===== config.mk =====
export PLATFORM = sky130hd
export DESIGN_NAME = hb_bridge_gate
export DESIGN_NICKNAME = d
export VERILOG_FILES = /design/src/rtl/hb_pkg.sv /design/src/rtl/hb_sync.sv /design/src/rtl/hb_leg.sv /design/src/rtl/hb_bridge_gate.sv
export SDC_FILE = /design/constraint.sdc
export NUM_CORES = 1
export LEC_CHECK = 0
export BUFFER_PORTS_ARGS = -buffer_cell sky130_fd_sc_hd__buf_2
export CORE_MARGIN = 2
export CORE_UTILIZATION = 45
export CTS_CLUSTER_SIZE = 16
export DETAILED_ROUTE_END_ITERATION = 8
export PLACE_DENSITY = 0.64
export SYNTH_ARGS = -nofsm -noshare
export SYNTH_HDL_FRONTEND = slang
export SYNTH_SLANG_ARGS = --single-unit
export TNS_END_PERCENT = 1

===== constraint.sdc =====
create_clock -name clk -period 2.3 [get_ports clk]
set_input_delay 0 -clock clk [delete_from_list [all_inputs] [get_ports clk]]
set_output_delay 0 -clock clk [all_outputs]
set_load 0.01 [all_outputs]

===== src/rtl/hb_pkg.sv =====
package hb_pkg;

    localparam int NUM_LEGS = 2;

    typedef enum logic [1:0] {
        LEG_WAIT = 2'd0,
        LEG_LOW  = 2'd1,
        LEG_HIGH = 2'd2
    } leg_state_e;

    typedef struct packed {
        logic hi;
        logic lo;
    } leg_gate_t;

    function automatic leg_gate_t gate_of(input leg_state_e s);
        leg_gate_t g;
        g.hi = (s == LEG_HIGH);
        g.lo = (s == LEG_LOW);
        return g;
    endfunction

endpackage


===== src/rtl/hb_sync.sv =====
module hb_sync #(
    parameter int W = 3
) (
    input  logic         clk,
    input  logic         rst,
    input  logic [W-1:0] d,
    output logic [W-1:0] q
);
    logic [W-1:0] stage1;

    always_ff @(posedge clk) begin
        if (rst) begin
            stage1 <= '0;
            q      <= '0;
        end else begin
            stage1 <= d;
            q      <= stage1;
        end
    end
endmodule


===== src/rtl/hb_leg.sv =====
module hb_leg
    import hb_pkg::*;
#(
    parameter int DEAD_CYC = 200
) (
    input  logic      clk,
    input  logic      rst,
    input  logic      en_s,
    input  logic      req_s,
    output leg_gate_t gate
);
    localparam int CW = $clog2(DEAD_CYC + 1);

    leg_state_e    st;
    logic [CW-1:0] cnt;
    logic          want;

    always_ff @(posedge clk) begin
        if (rst) begin
            st   <= LEG_WAIT;
            cnt  <= '0;
            want <= 1'b0;
        end else if (!en_s) begin
            st   <= LEG_WAIT;
            cnt  <= '0;
            want <= req_s;
        end else begin
            case (st)
                LEG_HIGH: if (!req_s) begin
                    st   <= LEG_WAIT;
                    cnt  <= '0;
                    want <= 1'b0;
                end
                LEG_LOW: if (req_s) begin
                    st   <= LEG_WAIT;
                    cnt  <= '0;
                    want <= 1'b1;
                end
                default: begin
                    if (req_s != want) begin
                        want <= req_s;
                        cnt  <= '0;
                    end else if (cnt == CW'(DEAD_CYC - 1)) begin
                        st <= want ? LEG_HIGH : LEG_LOW;
                    end else begin
                        cnt <= cnt + 1'b1;
                    end
                end
            endcase
        end
    end

    assign gate = gate_of(st);

    // Checker: consecutive cycles with both gates of this leg low
    logic [CW-1:0] off_run;
    always_ff @(posedge clk) begin
        if (rst) begin
            off_run <= '0;
        end else if (!gate.hi && !gate.lo) begin
            if (off_run != CW'(DEAD_CYC)) off_run <= off_run + 1'b1;
        end else begin
            off_run <= '0;
        end
    end

    a_r5_no_shoot_through: assert property (@(posedge clk) disable iff (rst)
        !(gate.hi && gate.lo));

    a_r6_guard_before_hi: assert property (@(posedge clk) disable iff (rst)
        $rose(gate.hi) |-> off_run >= CW'(DEAD_CYC));

    a_r6_guard_before_lo: assert property (@(posedge clk) disable iff (rst)
        $rose(gate.lo) |-> off_run >= CW'(DEAD_CYC));

    a_r2_disable_kills: assert property (@(posedge clk) disable iff (rst)
        !en_s |=> (!gate.hi && !gate.lo));

    a_r8_hi_drops_at_once: assert property (@(posedge clk) disable iff (rst)
        (gate.hi && !req_s) |=> !gate.hi);

    a_r8_lo_drops_at_once: assert property (@(posedge clk) disable iff (rst)
        (gate.lo && req_s) |=> !gate.lo);
endmodule


===== src/rtl/hb_bridge_gate.sv =====
module hb_bridge_gate
    import hb_pkg::*;
#(
    parameter int DEAD_CYC = 200
) (
    input  logic                clk,
    input  logic                rst,
    input  logic                en,
    input  logic                in1,
    input  logic                in2,
    output logic [NUM_LEGS-1:0] gate_hi,
    output logic [NUM_LEGS-1:0] gate_lo,
    output logic [NUM_LEGS-1:0] leg_hiz
);
    localparam int SW = NUM_LEGS + 1;

    logic [SW-1:0] raw_ctl;
    logic [SW-1:0] sync_ctl;

    assign raw_ctl = {in2, in1, en};

    hb_sync #(.W(SW)) u_sync (
        .clk (clk),
        .rst (rst),
        .d   (raw_ctl),
        .q   (sync_ctl)
    );

    generate
        for (genvar g = 0; g < NUM_LEGS; g++) begin : g_leg
            leg_gate_t lg;
            hb_leg #(.DEAD_CYC(DEAD_CYC)) u_leg (
                .clk   (clk),
                .rst   (rst),
                .en_s  (sync_ctl[0]),
                .req_s (sync_ctl[g+1]),
                .gate  (lg)
            );
            assign gate_hi[g] = lg.hi;
            assign gate_lo[g] = lg.lo;
            assign leg_hiz[g] = ~(lg.hi | lg.lo);
        end
    endgenerate

    a_r1_reset_all_off: assert property (@(posedge clk)
        rst |=> (gate_hi == '0 && gate_lo == '0));
endmodule


==> After elaboration in Yosys (flattened, before gate mapping) <==
Index checks and enable logic that the tools add are counted.
{ "classes": {"n_addsub": 2, "n_eq_ne": 22, "mux": 32, "bitwise": 5, "reduce_logical": 9} }
{ "ops": {"columns": ["cell", "count"], "rows": [
  ["2-to-1 mux 8 bit", 8],
  ["case mux 8 bit (2 select lines)", 2],
  ["2-to-1 mux 2 bit", 10],
  ["adder 8 x 1 -> 8 bit (second input constant)", 2],
  ["equality test 8 bit (second input constant)", 2],
  ["!= test 4 x 3 -> 1 bit (second input constant)", 4],
  ["!= test 3 bit (second input constant)", 4],
  ["AND reduction 3 bit", 4],
  ["2-to-1 mux 1 bit", 8],
  ["case mux 2 bit (2 select lines)", 2],
  ["AND reduction 4 bit", 2],
  ["!= test 3 x 2 -> 1 bit (second input constant)", 2],
  ["nonzero test 3 bit", 2],
  ["equality test 2 x 1 -> 1 bit (second input constant)", 2],
  ["equality test 2 bit (second input constant)", 2],
  ["!= test 2 x 1 -> 1 bit (second input constant)", 2],
  ["!= test 2 bit (second input constant)", 2],
  ["case mux 1 bit (2 select lines)", 2],
  ["inverter 1 bit", 3],
  ["!= test 1 bit", 2],
  ["OR 1 bit", 2],
  ["OR reduction 2 bit", 1]
]} }
{ "word_totals": {"register_bits": 28, "out_inout_bits": 6, "wordCells": 78} }

==> Depth between registers and ports, before layout <==
{ "logic_depth": {"word_depth": 4, "depth_mapped": 7} }

==> Hierarchy <==
From an unflattened synthesis, not the netlist that was laid out.
{ "unflattened": {"cells_unflattened": 170, "area_unflattened_um2": 1493.9} }
{ "by_module_without_submodules": {"columns": ["mod", "instances", "cells_per_inst", "area_per_inst_um2"], "rows": [
  ["hb_leg", 2, 78, 664.4],
  ["hb_sync", 1, 12, 157.7],
  ["hb_bridge_gate", 1, 2, 7.5]
]} }

==> Worst setup path after synthesis <==
OpenSTA, ideal clock, no wires.
{ "synth_timing": {"kind": "register to register", "startpoint": "reg g_leg[0].u_leg.st[0]", "endpoint": "reg g_leg[0].u_leg.cnt[6]", "setup_time_ps": 88, "arrival_time_ps": 1668, "setup_slack_ps": 543, "path_stages_with_launch": 7, "path_buffers": 0, "period_less_slack_ps": 1757, "cell_sequence": "dfxtp_1 inv_1 ha_1 inv_2 o41ai_4 a41oi_1 a311oi_2"} }
{ "synth_via": {"elab_chain_len": 3, "elab_cells_between_ends": 7} }
{ "synth_rtl": {"columns": ["element", "line", "text"], "rows": [
  ["start: declaration", "hb_leg.sv:14", "leg_state_e st;"],
  ["start signal: assignment", "hb_leg.sv:44", "st <= want ? LEG_HIGH : LEG_LOW;"],
  ["equality test 2 x 1 -> 1 bit / equality test 2 bit (equally long branches)", "hb_leg.sv:28", "case (st)"],
  ["!= test 4 x 3 -> 1 bit (no source line), or another cell as far along", null, null],
  ["AND reduction 3 bit (no source line)", null, null],
  ["end signal: assignment", "hb_leg.sv:46", "cnt <= cnt + 1'b1;"],
  ["end: declaration", "hb_leg.sv:15", "logic [CW-1:0] cnt;"]
]} }
Several ways; a longest one is shown, not always the timed one.
A chain may end at the register's enable or synchronous reset.

==> Worst setup path after layout <==
{ "layout_timing": {"startpoint": "reg g_leg[0].u_leg.st[0]", "endpoint": "reg g_leg[0].u_leg.cnt[5]"} }
Same word-level chain as after synthesis.

==> impl_results.md <==
- TritonCTS buffer count: 3
- Routability-driven placement congestion ratio: around 0.78
- Number of enable-type register cells in the synthesized netlist: 0
- Final Routed Wirelength: 3.35 mm
- Worst-case clock skew: between 0.005 and 0.006 ns
- Overall die area: between 3000 and 4000 µm²
- Nets in the synthesized netlist: 189
- Unrepaired setup endpoints after global routing: false
- Worst Setup Path Type: reg -> reg
- Final Power: around 900 µW
- Crit-path cells: inv_1, ha_1, inv_2, o41ai_4, a41oi_1, a311oi_1
- Fill cells: ~320
- Average footprint of a synthesized cell: 8.72 µm²
- Chip width: roughly 63 µm
- Largest incremental delay on the critical path: approximately 0.48 ns
- Core occupancy in the finished layout: approximately 52%
- Number of max-capacitance violations reported: 0
- Die height: 62.7 µm
- Total track usage: between 10% and 20%
- Share of Yosys cell area claimed by the top area cell type: ~36%
- Effective utilization at floorplan: a little under half
- Cell total after placement: roughly 220
- Setup violation total in the final timing report: 0
- Count of final max-slew check failures: 0
- Number of global-route vias before repair: approximately 1.3k
- Non-Filler Instances: roughly 240
- Final critical delay including setup and external delays: a little under 2 ns
- Gate count after technology mapping: around 180
- Synth cell types: between 40 and 50
- Sequential area share after synthesis: 36.1%
- Hold Slack: roughly 0.46 ns
- CTS sink count: 28
- Post-route standard cell area excluding fillers: 1740 µm²
- Most common cell after layout, fill and taps aside: sky130_fd_sc_hd__dfxtp_1
- Share of layout cells above drive strength 1: between 10% and 20%
- Clock Latency Late Sink: ~0.34 ns
- Deepest clock path buffer count: 2
- Antenna violations before repair: 0
- Pin count of the biggest net entering global routing: 17
- Total vias in the final route: 1,399
- Area post-placement: ~1600 µm²
- Ys Warns: 0
- Total iterations of the first detailed-routing run: 4
- Setup TNS after final layout: 0 ns
- Worst Hold Class: in -> reg
- Synth Flop Type: sky130_fd_sc_hd__dfxtp_1
- Worst endpoint data arrival time: about 2.2 ns
- Relative slew slack: 55.9%
- Cell accounting for the most synthesized area: sky130_fd_sc_hd__dfxtp_1
- Post-cts resize count: 0
- Least-Margin Pin Slew: approximately 0.66 ns
- DRC violation count after routing: 0
- Cells taking the most area after synthesis: sky130_fd_sc_hd__dfxtp_1, sky130_fd_sc_hd__a311oi_1, sky130_fd_sc_hd__ha_1
- Worst vdd rail ir drop: around 330 µV
- Detail-routed via count per cell: around 6
- Crit path capture type: flop
- CTS tree: done
- Number of placement rows: 21
- Final antenna-violating net count: 0
- GR Overflow Total: 0
- Setup ws final: roughly 0.34 ns
- Worst-path cell with the longest stage delay: sky130_fd_sc_hd__o41ai_4
- FFs w/ async S/R, synth: 0%
- Final clock period utilization by the worst path: a little under nine tenths
- Netlist Area Pre-Place: around 1600 µm²
- Register bit total from synthesis: 28
- Pre-CTS setup slack: between 0.3 and 0.4 ns
- Global-route wire length before repair: ~6 mm
- P_leak: 0.660 nW
- Nature of the critical path startpoint: flop
- Pwr/cell area: roughly 520 nW/µm²
- Root cell of the clock tree: sky130_fd_sc_hd__clkbuf_4
- Number of diodes: 0
- Post-DP HPWL: between 2 and 2.5 mm
- Clock-pin slew of the registers on the worst-case setup and hold paths: 0.16 ns
- Peak fanout along the critical path: 7
- Number of buffers added on ports: 10
- Number of failing hold endpoints at the final stage: 0
- Post-layout nets: approximately 200
- Core Region: ~3300 µm²
- Leading cell types in the layout, fill and taps excluded: sky130_fd_sc_hd__dfxtp_1, sky130_fd_sc_hd__nor2_1, sky130_fd_sc_hd__nand2_1
- Timing-limited maximum frequency: 510 MHz
- Result of the run: finished clean
- Area Overhead vs Synth: 11.9%
- Routed WL per cell: approximately 14 µm
- Buffer count from post-CTS setup fixing: 0
- Initial DRC Count: 44
- Worst endpoint required time: ~2.6 ns
- Number of placed I/O pins: 11
- H-tree levels: 1
[where the power goes]
group | leakage (nW) | internal, mW | switching (mW) | total, mW
clock network | 0.0279 | 0.177 | 0.156 | 0.333
logic | 0.405 | 0.0326 | 0.0346 | 0.0671
registers | 0.227 | 0.493 | 0.0102 | 0.503
total | 0.660 | 0.702 | 0.201 | 0.903
[cells by family (layout without fill, tap and decap cells)]
| group | after synthesis | count (layout) | synth area share, % |
|---|---|---|---|
| flip-flops | 28 | 28 | 36.1 |
| XOR/XNOR | 2 | 2 | 1.61 |
| buffers and inverters | 18 | 29 | 5.40 |
| AND/OR/NAND/NOR | 68 | 68 | 24.4 |
| adder cells (fa/ha/maj) | 6 | 6 | 4.84 |
| AO/OA/AOI/OAI | 53 | 53 | 25.6 |
| multiplexers | 3 | 3 | 1.94 |
[cells in the mapped netlist (2+ instances only)]
master / n
sky130_fd_sc_hd__ha_1: 6
sky130_fd_sc_hd__a41oi_1: 4
sky130_fd_sc_hd__buf_2: 3
sky130_fd_sc_hd__a2bb2oi_1: 2
sky130_fd_sc_hd__a211oi_1: 6
sky130_fd_sc_hd__mux2i_1: 3
sky130_fd_sc_hd__inv_1: 5
sky130_fd_sc_hd__nor2b_1: 8
sky130_fd_sc_hd__a21oi_1: 11
sky130_fd_sc_hd__nand4_1: 6
sky130_fd_sc_hd__nand3_1: 7
sky130_fd_sc_hd__nor3_1: 2
sky130_fd_sc_hd__o21a_1: 2
sky130_fd_sc_hd__a31oi_1: 3
sky130_fd_sc_hd__dfxtp_1: 28
sky130_fd_sc_hd__nand2_1: 13
sky130_fd_sc_hd__a311oi_1: 9
sky130_fd_sc_hd__clkbuf_1: 6
sky130_fd_sc_hd__and3_1: 4
sky130_fd_sc_hd__o21ai_0: 7
sky130_fd_sc_hd__nand2b_1: 2
sky130_fd_sc_hd__nor2_1: 14
[final timing paths]
| path | start | endpoint | slack, ns | cells past startpoint |
|---|---|---|---|---|
| worst min-delay path | rst | u_sync.q[2] | 0.46 | 3 |
| worst min register to register | u_sync.stage1[1] | u_sync.q[1] | 0.47 | 1 |
| worst max-delay path | g_leg[0].u_leg.st[0] | g_leg[0].u_leg.cnt[5] | 0.34 | 6 |
| worst max register to register | g_leg[0].u_leg.st[0] | g_leg[0].u_leg.cnt[5] | 0.34 | 6 |
[area by class of cell]
class / count / area, µm² / area share, %
flip-flops and latches: 28 / 561 / 32.3
inverters: 6 / 22.5 / 1.30
clock buffers: 3 / 22.5 / 1.30
clock inverters: 1 / 30.0 / 1.73
repair buffers: 19 / 135 / 7.79
well taps: 46 / 57.6 / 3.32
multi-input cells: 132 / 907 / 52.3
[metal layers]
metal / share of wire (%) / wire, µm / GRT usage [%]
met3: 3.2 / 106 / 2.70
met2: 51 / 1700 / 33.5
met4: 1.6 / 54 / 6.67
met1: 44 / 1490 / 22.0
met5: 0 / 0 / 0
[what timing repair did]
action                                  in CTS  in global routing
hold buffers                                 7                  0
hold endpoints to repair                     7                  0
endpoints found under the setup margin       0                  0
[flip-flops by register name (all words and copies together), names as in the netlist]
register	count
g_leg.u_leg.cnt	16
g_leg.u_leg.st	4
u_sync.q	3
u_sync.stage1	3
g_leg.u_leg.want	2
[worst max-delay path: cells and delay by family (launching register included)]
kind | cells | cell delay [ns]
buf+inv | 2 | 0.18
compound gates | 3 | 0.94
flops | 1 | 0.36
fa+ha+maj | 1 | 0.39
Power figures use the tool's default switching activity.
